`config.mk`:
```
export PLATFORM = sky130hd
export DESIGN_NAME = dptr_bank
export DESIGN_NICKNAME = d
export VERILOG_FILES = /design/src/rtl/dptr_pkg.sv /design/src/rtl/dptr_ctl.sv /design/src/rtl/dptr_ptr.sv /design/src/rtl/dptr_bank.sv
export SDC_FILE = /design/constraint.sdc
export NUM_CORES = 1
export LEC_CHECK = 0
export BUFFER_PORTS_ARGS = -buffer_cell sky130_fd_sc_hd__buf_2
export CAP_MARGIN = 20
export CORE_MARGIN = 2
export CORE_UTILIZATION = 55
export CTS_BUF_LIST = sky130_fd_sc_hd__clkbuf_2 sky130_fd_sc_hd__clkbuf_4 sky130_fd_sc_hd__clkbuf_8
export CTS_CLUSTER_DIAMETER = 100
export DETAILED_ROUTE_END_ITERATION = 12
export GPL_TIMING_DRIVEN = 0
export PLACE_DENSITY_LB_ADDON = 0.25
export SYNTH_ARGS = -nofsm -noshare
export SYNTH_HDL_FRONTEND = slang
export SYNTH_SLANG_ARGS = --single-unit
export TNS_END_PERCENT = 100
```
`constraint.sdc`:
```
create_clock -name clk -period 4.25 [get_ports clk]
set_input_delay 0.425 -clock clk [delete_from_list [all_inputs] [get_ports clk]]
set_output_delay 0.425 -clock clk [all_outputs]
set_load 0.005 [all_outputs]
```
`src/rtl/dptr_pkg.sv`:
```
package dptr_pkg;
    localparam int AW = 8;
    localparam int DW = 8;
    localparam int PW = 16;
    localparam logic [AW-1:0] ADDR_LO  = 8'h82;
    localparam logic [AW-1:0] ADDR_HI  = 8'h83;
    localparam logic [AW-1:0] ADDR_CTL = 8'hA2;
    localparam int SEL_BIT  = 0;
    localparam int ZERO_BIT = 2;
    localparam int FLAG_BIT = 3;
    localparam int BOOT_BIT = 5;

    typedef struct packed {
        logic sel;
        logic flag;
        logic boot;
    } ctl_t;
endpackage

```
`src/rtl/dptr_ctl.sv`:
```
module dptr_ctl
    import dptr_pkg::*;
(
    input  logic          clk,
    input  logic          rst_n,
    input  logic          wr,
    input  logic [DW-1:0] wdata,
    output ctl_t          ctl,
    output logic [DW-1:0] rd_img
);
    ctl_t ctl_d, ctl_q;

    always_comb begin
        ctl_d = ctl_q;
        if (wr) begin
            ctl_d.sel  = wdata[SEL_BIT];
            ctl_d.flag = wdata[FLAG_BIT];
            ctl_d.boot = wdata[BOOT_BIT];
        end
    end

    always_ff @(posedge clk or negedge rst_n) begin
        if (!rst_n) ctl_q <= '0;
        else        ctl_q <= ctl_d;
    end

    always_comb begin
        rd_img = '0;
        rd_img[SEL_BIT]  = ctl_q.sel;
        rd_img[FLAG_BIT] = ctl_q.flag;
        rd_img[BOOT_BIT] = ctl_q.boot;
    end

    assign ctl = ctl_q;


    always_comb begin
        reserved_zero_chk: assert (!rst_n || (rd_img & 8'hD6) == 8'h00);
    end
endmodule

```
`src/rtl/dptr_ptr.sv`:
```
module dptr_ptr
    import dptr_pkg::*;
(
    input  logic          clk,
    input  logic          rst_n,
    input  logic          en,
    input  logic          wr_lo,
    input  logic          wr_hi,
    input  logic          inc,
    input  logic [DW-1:0] wdata,
    output logic [PW-1:0] val
);
    logic [PW-1:0] val_d, val_q;

    always_comb begin
        val_d = val_q;
        if (en) begin
            if (wr_lo)      val_d[DW-1:0]  = wdata;
            else if (wr_hi) val_d[PW-1:DW] = wdata;
            else if (inc)   val_d = val_q + 1'b1;
        end
    end

    always_ff @(posedge clk or negedge rst_n) begin
        if (!rst_n) val_q <= '0;
        else        val_q <= val_d;
    end

    assign val = val_q;


    idle_hold_chk: assert property (@(posedge clk) disable iff (!rst_n)
        !en |=> $stable(val_q));

    inc_step_chk: assert property (@(posedge clk) disable iff (!rst_n)
        (en && inc && !wr_lo && !wr_hi) |=> val_q == PW'($past(val_q) + 1));
endmodule

```
`src/rtl/dptr_bank.sv`:
```
module dptr_bank
    import dptr_pkg::*;
(
    input  logic        clk,
    input  logic        rst_n,
    input  logic [7:0]  reg_addr,
    input  logic [7:0]  reg_wdata,
    input  logic        reg_we,
    input  logic        reg_re,
    output logic [7:0]  reg_rdata,
    input  logic        inc,
    output logic [15:0] xmem_addr,
    input  logic [15:0] fetch_addr,
    output logic        boot_sel
);
    localparam int NPTR = 2;
    localparam int BOOT_MSB = 5;

    ctl_t          ctl;
    logic [DW-1:0] ctl_img;
    logic [PW-1:0] ptr_val [NPTR];
    logic          hit_lo, hit_hi, hit_ctl;

    assign hit_lo  = reg_addr == ADDR_LO;
    assign hit_hi  = reg_addr == ADDR_HI;
    assign hit_ctl = reg_addr == ADDR_CTL;

    dptr_ctl u_ctl (
        .clk(clk), .rst_n(rst_n), .wr(reg_we && hit_ctl),
        .wdata(reg_wdata), .ctl(ctl), .rd_img(ctl_img)
    );

    for (genvar i = 0; i < NPTR; i++) begin : g_ptr
        dptr_ptr u_ptr (
            .clk(clk), .rst_n(rst_n),
            .en(ctl.sel == 1'(i)),
            .wr_lo(reg_we && hit_lo),
            .wr_hi(reg_we && hit_hi),
            .inc(inc),
            .wdata(reg_wdata),
            .val(ptr_val[i])
        );
    end

    logic [PW-1:0] cur;
    assign cur       = ptr_val[ctl.sel];
    assign xmem_addr = cur;

    always_comb begin
        reg_rdata = '0;
        if (reg_re) begin
            if (hit_lo)       reg_rdata = cur[DW-1:0];
            else if (hit_hi)  reg_rdata = cur[PW-1:DW];
            else if (hit_ctl) reg_rdata = ctl_img;
        end
    end

    assign boot_sel = ctl.boot && (&fetch_addr[PW-1:PW-BOOT_MSB]);


    always_comb begin
        boot_off_chk: assert (!rst_n || ctl.boot || !boot_sel);
    end

    sel_latency_chk: assert property (@(posedge clk) disable iff (!rst_n)
        (reg_we && hit_ctl) |=> ctl.sel == $past(reg_wdata[SEL_BIT]));

    sel_hold_chk: assert property (@(posedge clk) disable iff (!rst_n)
        !(reg_we && hit_ctl) |=> $stable(ctl.sel));
endmodule

```
## Yosys cells after proc, flatten, opt, wreduce, memory -nomap -nowiden

Index checks and enable logic that the tools add are counted.
Widths: inputs -> output; s select.

- Register bits: 35
- Bits in latches: 0
- RAM bits: 0
- Bits in read-only memories: 0
- Bits of input ports: 37
- Output and inout port bits: 25
- Word-level logic and storage cells: 43
- Memories kept: 0

- Add/subtract/negate cells: 2
- $mul: 0
- Divide/modulo/power cells: 0
- Magnitude comparators: 1
- Equality and inequality tests: 4
- Shift operators: 0
- Muxes and demuxes: 15
- Bitwise logic cells: 3
- Reduce and logical (&&, ||, !) cells: 11

Operators with widths:

| kind | count |
|---|---|
| $mux 16 | 5 |
| $mux 8 | 9 |
| $add 16x1->16 const B | 2 |
| $eq 8x8->1 const B | 3 |
| $reduce_and 3->1 | 4 |
| $mux 6 | 1 |
| $reduce_and 5->1 | 1 |
| $logic_and 1x1->1 | 4 |
| $reduce_bool 2->1 | 2 |
| $ge 2x2->1 const B | 1 |
| $ne 2x1->1 const B | 1 |
| $not 1->1 | 2 |
| $not 1->2 | 1 |

## Longest topological paths before layout

Gate-level depths: netlist of the first run.

- Depth after elaboration: 7
- Gate-level depth with buffers: 8
- Mapped depth without buffers: 6

## Cells and area by module

A second synthesis of the first run with hierarchy kept.

- Cells, all modules: 330
- Area total of the unflattened synthesis: 3024.2 um^2

By module, submodules not included:

| module | times used | cells an instance | area an instance (um^2) | seq. area each (um^2) |
|---|---|---|---|---|
| dptr_ptr | 2 | 127 | 1127.3 | 400.4 |
| dptr_bank | 1 | 61 | 596.8 | 0.0 |
| dptr_ctl | 1 | 15 | 172.7 | 75.1 |

## Least setup slack after synthesis of the first run

Ideal clock, no wire load.

- Path type: input to register
- Start: in reg_addr[3]
- End: reg g_ptr[0].u_ptr.val_q[0]
- Setup time: 0.121 ns
- Arrival time: 1.989 ns
- Required time: 4.129 ns
- Path slack: 2.140 ns
- Stages: 7
- Buffers on the path: 2
- Cells stage by stage: or4b_4 -> or3_1 -> buf_2 -> buf_2 -> nor2_1 -> a21oi_1 -> o22a_1

- Cells in the longest elaborated chain, start to end: 4
- Elaborated cells on any way between the ends: 8
- Classes of those cells: eq/ne (3); mux (1); reduce/logical (4)

Ends and longest elaborated chain:

| item | RTL line | source |
|---|---|---|
| start: declaration | dptr_bank.sv:6 | `input logic [7:0] reg_addr,` |
| $eq 8x8->1 (on tied branches) | dptr_bank.sv:25, dptr_bank.sv:24 |  |
| $logic_and 1x1->1 (on tied branches) | dptr_bank.sv:38, dptr_bank.sv:37 |  |
| $ne 2x1->1 (no source line) / $reduce_bool 2->1 (equally long branches) | -- |  |
| $reduce_and 3->1 (no source line) | -- |  |
| end signal: assignment | dptr_ptr.sv:26 | `else val_q <= val_d;` |
| end: declaration | dptr_ptr.sv:13 | `logic [PW-1:0] val_d, val_q;` |

Several ways; a longest one is shown, not always the timed one.
A chain may end at the register's enable or synchronous reset.

## Worst setup path after layout of the first run

- Start: reg u_ctl.ctl_q, in the netlist u_ctl.ctl[2]
- End: out reg_rdata[0]

- Cells in the longest elaborated chain, start to end: 7
- Elaborated cells on any way between the ends: 8
- Classes of those cells: mux (7); bitwise (1)

Ends and longest elaborated chain:

| item | RTL line | source |
|---|---|---|
| start: declaration | dptr_ctl.sv:11 | `ctl_t ctl_d, ctl_q;` |
| start signal: assignment | dptr_ctl.sv:24 | `else ctl_q <= ctl_d;` |
| $not 1->2 (implied by the code) | dptr_bank.sv:46 | `assign cur = ptr_val[ctl.sel];` |
| $mux 16 (implied by the code) (3 in a row) | dptr_bank.sv:46 |  |
| $mux 8 | dptr_bank.sv:53 | `else if (hit_hi) reg_rdata = cur[PW-1:DW];` |
| $mux 8 * | dptr_bank.sv:52 | `if (hit_lo) reg_rdata = cur[DW-1:0];` |
| $mux 8 * | dptr_bank.sv:51 | `if (reg_re) begin` |
| end: declaration | dptr_bank.sv:10 | `output logic [7:0] reg_rdata,` |

Mark *: on every way between the ends. The rest lies on a longest branch, timed or not. The select of a mux whose other input is x is not followed.

==> results.toml, run 1 <==
[outcome]
outcome = "finished clean"

[clock_tree]
postCtsHoldBufs = 0
htreeDepth = 2
cts_num_sinks = 35
clk_path_buf_depth = 2
cts_root_buf = "clkbuf_8"
cts_tree = "yes"
clk_latency_ns = 0.29
cts_setup_buffers = 0
cts_resized = 0
cts_made_buffers = 5
clk_pin_slew_ns = 0.07

[detailed_routing]
wl_per_cell_um = 18.49
routed_wirelength_um = 7656
drtPass1Iterations = 5
drtIter0Drc = 400
antenna_left = 0
drc = 0
avgViaCountPerCell = 6.483
vias = 2684

[synth]
synthesis.nets = 344
avgSynthCellArea_sq_um = 8.418
netlist_area_sq_um = 2567
netlist_instances = 305
synth_cell_types = 50
synth_async_sr_flop_share = 1.000
synth-main-ff-cell = "dfrtp_1"
synth_edf_count = 0
ys_warn_count = 0
yosysSeqAreaShare = 0.3411
synth_seq_cells = 35

[sta]
period_share = 0.6870
setup_viol = 0
final_hold_viol_count = 0
fmax_mhz = 342.5
skew_ns = 0.006535
max_slew.worst_pin.slew_ns = 0.8475
slew_headroom = 0.4338
period_needed_ns = 2.920
grt_setup_unrepaired = "no"
drv_slew = 0
tns_ns = 0

[critical_path]
arrival_ns = 2.49
rr_startpoint = "u_ctl.ctl[2]$_DFFE_PN0P_"
criticalPathCategory = "reg -> out"
startpoint_type = "flip-flop"
reg2reg_to = "g_ptr[1].u_ptr.val[2]$_DFFE_PN0P_"
rr_worst_depth = 5
cpPeakStageDelay_ns = 0.54
critical_path.endpoint = "reg_rdata[0]"
cp-startpoint = "u_ctl.ctl[2]$_DFFE_PN0P_"
crit_chain = "clkbuf_1 > buf_1 > clkbuf_1 > mux2i_1 > nor2_1 > a21oi_1 > nor2_1 > buf_2"
rrSetupSlack_ns = 2.07
cp_max_fo = 10
critPathCaptureType = "primary output"
cpMaxStageDelayCell = "buf_1"
required_ns = 3.83

[flow_run]
cap_violations = 0

[grt]
grt_pass1_wl_um = 11960
grt_pass1_vias = 2411
grtUsageMet1 = 0.4023
antenna_found_initial = 0
overflow = 0
grt_usage = 0.3009
busiest_layer = "met2"
use_met3 = 0.06250
grt.met2_usage = 0.4536
grt_max_degree = 36

[cells_and_area]
final_util = 0.6721
regArea_sq_um = 875.8
fin_nets = 400
layout_common_cells = "54 x buf_2, 36 x nor2_1, 35 x dfrtp_1"
mostFrequentLayoutCell = "buf_2"
fin_cells = 414
antenna_cells = 0
fillers = 379
drive_gt1_frac = 0.2514
multi_input_area_sq_um = 1603
area.growth.synth_to_final_pct = 15.55

[floorplan]
fp.dieArea_sq_um = 5231
start_util = 0.5816
die_y_um = 72.33
ioPinCount = 62
die_x_um = 72.33
coreArea_sq_um = 4414
rows = 24

[placement]
dp.cells = 406
dp_hpwl_um = 5667
gp_congestion = 0.9329
portBuffers = 49

[power_and_ir_drop]
total_power_mw = 1.022
ir_worst_vdd_mv = 0.2612
total_leakage_power_nw = 1.371
power_density_nw_per_um2 = 344.4

[worst_hold_path]
hp-class = "in -> async"
-- critical path, delay by kind of cell (launching register included) --
kind                   cells  cell delay (ns)
buffers and inverters      4             1.44
flip-flops                 1             0.33
AND/OR/NAND/NOR            2             0.22
multiplexers               1             0.15
AO/OA/AOI/OAI              1             0.06
-- cells in the mapped netlist, types with 3 or more instances --
library cell | instances | share of area
buf_1 | 3 | 0.0044
mux2i_1 | 8 | 0.031
and4_1 | 6 | 0.020
o21a_1 | 4 | 0.012
buf_2 | 5 | 0.0097
nand2b_1 | 3 | 0.0073
a211oi_1 | 3 | 0.0088
and3_1 | 7 | 0.017
a31oi_1 | 10 | 0.024
a21oi_1 | 34 | 0.066
a21o_1 | 6 | 0.018
nand3_1 | 12 | 0.023
clkbuf_1 | 8 | 0.012
o21ai_1 | 4 | 0.0078
o22a_1 | 11 | 0.038
dfrtp_1 | 35 | 0.34
nor3_1 | 4 | 0.0078
nand2_1 | 32 | 0.047
nor2b_1 | 3 | 0.0073
nor2_1 | 36 | 0.053
mux2_2 | 19 | 0.083
a41oi_1 | 3 | 0.010
nand4_1 | 9 | 0.022
o21ai_0 | 9 | 0.018
-- layout make-up --
| type | instances | share of cell area |
|---|---|---|
| inverter | 1 | 0.001265 |
| tap | 52 | 0.02193 |
| clock inverter | 1 | 0.001687 |
| timing repair buffer | 49 | 0.08267 |
| multi-input combinational | 251 | 0.5403 |
| sequential | 35 | 0.2952 |
| buffer | 18 | 0.02868 |
| clock buffer | 7 | 0.02826 |
-- report_power, final --
part	total, mW	switching (mW)	internal, mW
Combinational	0.309	0.161	0.147
Clock	0.253	0.126	0.128
Sequential	0.460	0.0739	0.386
-- flip-flops by register name, summed over array words and instances, names as in the netlist --
register and flops:
g_ptr.u_ptr.val 32, u_ctl.ctl 3
-- kinds of logic after synthesis --
| group | after synthesis | synth area share |
|---|---|---|
| compound gates | 99 | 0.2563 |
| fa+ha+maj | 2 | 0.009745 |
| buf+inv | 19 | 0.03460 |
| flops | 35 | 0.3411 |
| mux | 27 | 0.1145 |
| simple gates | 123 | 0.2437 |
-- layer usage --
metal  part of all wire  up-vias
li1                   -     1266
met5                  0        -
met4              0.046        0
met2               0.46      118
met1               0.41     1268
met3              0.077       32
-- metrics by stage --
step	worst slack [ns]	cell area (sq um)	hold slack (ns)
2_1_floorplan	2.140	2567	0.1294
3_3_place_gp	1.685	2878	0.4888
3_5_place_dp	1.681	2878	0.4971
4_1_cts	1.370	2967	0.2372
5_1_grt	1.145	2967	0.2810
6_report	1.330	2967	0.2150
-- how the worst min path moves through the flow --
stage / slack (ns) / start / to
6_report: 0.21 / rst_n / g_ptr[1].u_ptr.val[14]$_DFFE_PN0P_
5_1_grt: 0.28 / rst_n / g_ptr[1].u_ptr.val[13]$_DFFE_PN0P_
4_1_cts: 0.24 / rst_n / g_ptr[1].u_ptr.val[14]$_DFFE_PN0P_
3_5_place_dp: 0.50 / u_ctl.ctl[1]$_DFFE_PN0P_ / u_ctl.ctl[1]$_DFFE_PN0P_
3_3_place_gp: 0.49 / u_ctl.ctl[1]$_DFFE_PN0P_ / u_ctl.ctl[1]$_DFFE_PN0P_
2_1_floorplan: 0.13 / rst_n / g_ptr[0].u_ptr.val[0]$_DFFE_PN0P_
Note: power is estimated with default switching activity, not from simulation.
==> run 2, diff against run 1 <==
--- a/config.mk
+++ b/config.mk
@@ -8,7 +8,7 @@
 export BUFFER_PORTS_ARGS = -buffer_cell sky130_fd_sc_hd__buf_2
 export CAP_MARGIN = 20
 export CORE_MARGIN = 2
-export CORE_UTILIZATION = 55
+export CORE_UTILIZATION = 50
 export CTS_BUF_LIST = sky130_fd_sc_hd__clkbuf_2 sky130_fd_sc_hd__clkbuf_4 sky130_fd_sc_hd__clkbuf_8
 export CTS_CLUSTER_DIAMETER = 100
 export DETAILED_ROUTE_END_ITERATION = 12
==> constraint.sdc (replaced) <==
create_clock -name clk -period 2.65 [get_ports clk]
set_input_delay 0.265 -clock clk [delete_from_list [all_inputs] [get_ports clk]]
set_output_delay 0.265 -clock clk [all_outputs]
set_load 0.005 [all_outputs]
==> run 2 against run 1 <==
Compared with the run above: sequential power up 61%; register-to-register slack worse by 1.6 ns; power up 58%; largest power group unchanged; critical endpoint is now reg_rdata[5]; via count up 0.26%; largest cell class unchanged.
==> results.toml, run 2 (synthesized netlist as in run 1, its figures left out) <==
[cells_and_area]
antenna_cells = 0
drive_gt1_frac = 0.2507
area.growth.synth_to_final_pct = 15.84
largest_reg_flops = 32
fin_nets = 399
mostFrequentLayoutCell = "buf_2"
final_util = 0.5898
fillers = 467
final_area_sq_um = 2974
layout_common_cells = "55 x buf_2, 36 x nor2_1, 35 x dfrtp_1"

[clock_tree]
htreeDepth = 2
cts_root_buf = "clkbuf_8"
clk_path_buf_depth = 2
cts_tree = "yes"
clk_pin_slew_ns = 0.07
cts_setup_buffers = 0
cts_num_sinks = 35
clk_latency_ns = 0.29
cts_made_buffers = 5
postCtsHoldBufs = 0
cts_resized = 1

[sta]
finalWorstSetupSlack_ns = 0.1288
final_hold_viol_count = 0
max_slew.worst_pin.slew_ns = 0.8771
setup_viol = 0
period_needed_ns = 2.521
drv_slew = 0
tns_ns = 0
period_share = 0.9514
hold_slack_ns = 0.06421
slew_headroom = 0.4140
skew_ns = 0.009554
fmax_mhz = 396.6
grt_setup_unrepaired = "no"

[power_and_ir_drop]
power_density_nw_per_um2 = 543.5
ir_worst_vdd_mv = 0.3800
total_leakage_power_nw = 1.366

[floorplan]
ioPinCount = 62
die_x_um = 75.66
die_y_um = 75.66
fp.dieArea_sq_um = 5724
coreArea_sq_um = 5042
rows = 26
start_util = 0.5092

[critical_path]
rr_worst_depth = 5
rr_startpoint = "u_ctl.ctl[2]$_DFFE_PN0P_"
cp_top_family = "buffers and inverters"
arrival_ns = 2.26
cpPeakStageDelay_ns = 0.53
required_ns = 2.38
cp_max_fo = 10
critPathCaptureType = "primary output"
criticalPathCategory = "reg -> out"
crit_top_cell = "clkbuf_1"
cpMaxStageDelayCell = "clkbuf_1"
crit_chain = "clkbuf_1 > clkbuf_1 > mux2_2 > a21oi_1 > nor2_1 > buf_2"
reg2reg_to = "g_ptr[1].u_ptr.val[14]$_DFFE_PN0P_"
path_buf_inv = 3
startpoint_type = "flip-flop"
rrSetupSlack_ns = 0.45

[detailed_routing]
drtPass1Iterations = 5
drc = 0
drtIter0Drc = 247
vias = 2691
antenna_left = 0
avgViaCountPerCell = 6.273
routed_wirelength_um = 7935
wl_per_cell_um = 18.50

[placement]
dp_hpwl_um = 5902
post-place-ws_ns = 0.1269
gp_congestion = 1.003
placed_cell_area_sq_um = 2900
portBuffers = 49

[worst_hold_path]
hp-class = "in -> async"

[flow_run]
cap_violations = 0

[grt]
grt_usage = 0.3022
overflow = 0
grt_max_degree = 36
antenna_found_initial = 0
grt_pass1_vias = 2431
grt_pass1_wl_um = 12500

[outcome]
outcome = "finished clean"
-- run 2: cell types whose count changed in the layout (fill, tap and decap cells not counted) --
| cell | delta |
|---|---|
| clkinv_2 | -1 |
| buf_1 | -1 |
| buf_2 | +1 |
| clkbuf_4 | -1 |
| clkbuf_1 | -1 |
-- run 2: routing by layer --
layer | track usage | up-vias | share of wire
met5 | 0 | - | 0
met4 | 0.1209 | 0 | 0.024
met3 | 0.07804 | 17 | 0.077
met2 | 0.4686 | 127 | 0.47
met1 | 0.4047 | 1287 | 0.43
li1 | - | 1260 | -
-- run 2: power breakdown --
group          switching, mW  internal [mW]  leakage, nW  total (mW)
combinational          0.260          0.237        0.872       0.496
clock                  0.193          0.186       0.0406       0.378
sequential             0.123          0.619        0.453       0.742
-- run 2: cell type report --
class / instances / area, sq um / area share
timing repair buffer: 49 / 245.2 / 0.08246
sequential: 35 / 875.8 / 0.2945
inverter: 1 / 3.754 / 0.001262
clock buffer: 6 / 76.32 / 0.02566
tap: 70 / 87.58 / 0.02945
multi-input combinational: 251 / 1603 / 0.5389
buffer: 17 / 82.58 / 0.02777
-- run 2: worst max-delay path by stage --
stage / start / endpoint / slack [ns] / cells past startpoint
after floorplan: reg_addr[3] / g_ptr[0].u_ptr.val[0]$_DFFE_PN0P_ / 0.70 / 7
after global placement: u_ctl.ctl[2]$_DFFE_PN0P_ / reg_rdata[7] / 0.16 / 6
after detailed placement: u_ctl.ctl[2]$_DFFE_PN0P_ / reg_rdata[7] / 0.13 / 6
after CTS: u_ctl.ctl[2]$_DFFE_PN0P_ / reg_rdata[7] / 0.05 / 6
after global routing: u_ctl.ctl[2]$_DFFE_PN0P_ / reg_rdata[5] / 0.03 / 6
final: u_ctl.ctl[2]$_DFFE_PN0P_ / reg_rdata[5] / 0.13 / 6
-- run 2: worst reg2reg max path: stages, from the launching register on --
cell and delay, ns:
dfrtp_1 0.33, clkbuf_1 0.32, clkbuf_1 0.53, o21ai_1 0.43, nor2b_1 0.26, nor4_1 0.26
-- run 2: through the flow --
stage / instances / total power, mW
after global placement: 424 / 1.227
after detailed placement: 424 / 1.240
after floorplan: 305 / 1.031
after CTS: 430 / 1.617
final: 429 / 1.617
after global routing: 429 / 1.730
==> run 3, diff against run 2 <==
--- a/config.mk
+++ b/config.mk
@@ -8,7 +8,7 @@
 export BUFFER_PORTS_ARGS = -buffer_cell sky130_fd_sc_hd__buf_2
 export CAP_MARGIN = 20
 export CORE_MARGIN = 2
-export CORE_UTILIZATION = 50
+export CORE_UTILIZATION = 30
 export CTS_BUF_LIST = sky130_fd_sc_hd__clkbuf_2 sky130_fd_sc_hd__clkbuf_4 sky130_fd_sc_hd__clkbuf_8
 export CTS_CLUSTER_DIAMETER = 100
 export DETAILED_ROUTE_END_ITERATION = 12
==> run 3 against run 2 <==
Compared with the run above: final area grew 2.1%; highest routed layer unchanged; critical path depth is the same; sequential power is essentially flat; critical path type unchanged; fmax grew 0.55%; first-iteration DRC count shrank 45%.
==> results.toml, run 3 (synthesized netlist as in run 1, its figures left out) <==
[cells_and_area]
regArea_sq_um = 875.8
multi_input_area_sq_um = 1603
antenna_cells = 0
fin_nets = 400
final_util = 0.3676
layout_common_cells = "55 x buf_2, 36 x nor2_1, 35 x dfrtp_1"
fillers = 893
drive_gt1_frac = 0.2569
mostFrequentLayoutCell = "buf_2"
area.growth.synth_to_final_pct = 18.23
largest_reg_flops = 32
final_area_sq_um = 3035

[grt]
antenna_found_initial = 0
busiest_layer = "met2"
use_met3 = 0.02948
overflow = 0
grt.met2_usage = 0.3154
grt_pass1_vias = 2402
grt_pass1_wl_um = 13270
grt_max_degree = 36
grt_usage = 0.1920
grtUsageMet1 = 0.2631

[detailed_routing]
wl_per_cell_um = 18.65
drtPass1Iterations = 4
vias = 2647
drc = 0
drtIter0Drc = 136
routed_wirelength_um = 8708
antenna_left = 0
avgViaCountPerCell = 5.668

[critical_path]
arrival_ns = 2.24
cp_top_family = "buffers and inverters"
startpoint_type = "flip-flop"
cpPeakStageDelay_ns = 0.51
crit_chain = "clkbuf_1 > clkbuf_1 > mux2_2 > mux2i_1 > nor2_1 > buf_2"
critPathCaptureType = "primary output"
cpMaxStageDelayCell = "clkbuf_1"
cp_max_fo = 10
path_buf_inv = 3
required_ns = 2.38
crit_cells = 6
criticalPathCategory = "reg -> out"
crit_top_cell = "clkbuf_1"
rr_worst_depth = 5

[sta]
period_needed_ns = 2.507
skew_ns = 0.005498
max_slew.worst_pin.slew_ns = 0.9437
drv_slew = 0
fmax_mhz = 398.8
setup_viol = 0
tns_ns = 0
final_hold_viol_count = 0
grt_setup_unrepaired = "no"
slew_headroom = 0.3695
period_share = 0.9462

[clock_tree]
cts_tree = "yes"
cts_num_sinks = 35
clk_path_buf_depth = 2
cts_made_buffers = 5
clk_pin_slew_ns = 0.08
postCtsHoldBufs = 0
htreeDepth = 2
cts_root_buf = "clkbuf_8"
clk_latency_ns = 0.30

[placement]
placed_cell_area_sq_um = 2944
dp_hpwl_um = 6562
gp_congestion = 0.8520
portBuffers = 49

[flow_run]
cap_violations = 0

[power_and_ir_drop]
total_leakage_power_nw = 1.379
power_density_nw_per_um2 = 547.5
ir_worst_vdd_mv = 0.2830
total_power_mw = 1.662

[worst_hold_path]
hp-class = "in -> async"

[outcome]
outcome = "finished clean"

[floorplan]
ioPinCount = 62
die_x_um = 96.51
rows = 33
start_util = 0.3109
fp.dieArea_sq_um = 9314
coreArea_sq_um = 8258
die_y_um = 96.51
==> run 3: metal layers <==
layer,vias up,share of wire,wire length (um)
met2,81,0.49,4242
met3,9,0.056,484
met5,-,0,0
met4,0,0.012,104
li1,1259,-,-
met1,1298,0.45,3877
==> run 3: repair_timing <==
item | 4_1_cts | 5_1_grt
resized for setup | 1 | 2
endpoints found under the hold margin | 0 | 0
buffers inserted | 0 | 0
setup endpoints to repair | 2 | 2
gates cloned | 0 | 0
==> run 3: per-stage QoR <==
stage               worst slack, ns  instances  hold WS (ns)
global route                0.04225        467        0.1415
floorplan                    0.7001        305      -0.03059
finish                       0.1426        467       0.07055
detailed placement           0.1298        459        0.4223
global placement             0.1224        459        0.4136
CTS                         0.01228        467       0.09615
==> run 3: area by class of cell <==
class	instances	area share
Tap cell	105	0.04328
Timing Repair Buffer	49	0.08079
Clock inverter	1	0.001649
Inverter	1	0.001237
Multi-Input combinational cell	251	0.5280
Clock buffer	7	0.02762
Sequential cell	35	0.2885
Buffer	18	0.02885
==> run 3: report_power, final <==
part / switching [mW] / internal (mW) / total [mW] / leakage (nW)
Sequential: 0.121 / 0.618 / 0.739 / 0.453
Combinational: 0.267 / 0.237 / 0.504 / 0.877
Clock: 0.214 / 0.205 / 0.419 / 0.0491
Total: 0.602 / 1.06 / 1.66 / 1.38
==> run 3: worst register-to-register path, delay by kind of cell, from the launching register on <==
| kind | cells | cell delay, ns |
|---|---|---|
| AO/OA/AOI/OAI | 1 | 0.25 |
| buffers and inverters | 3 | 1.37 |
| flip-flops | 1 | 0.33 |
| AND/OR/NAND/NOR | 1 | 0.12 |
==> run 3: final timing paths <==
path / startpoint / to / slack [ns]
max: u_ctl.ctl[2]$_DFFE_PN0P_ / reg_rdata[2] / 0.14
max reg2reg: u_ctl.ctl[2]$_DFFE_PN0P_ / g_ptr[1].u_ptr.val[15]$_DFFE_PN0P_ / 0.49
max in group asynchronous: rst_n / g_ptr[0].u_ptr.val[1]$_DFFE_PN0P_ / 2.04
min in group clk: reg_wdata[0] / u_ctl.ctl[2]$_DFFE_PN0P_ / 0.28
min reg2reg: u_ctl.ctl[1]$_DFFE_PN0P_ / u_ctl.ctl[1]$_DFFE_PN0P_ / 0.52
min: rst_n / g_ptr[1].u_ptr.val[6]$_DFFE_PN0P_ / 0.07
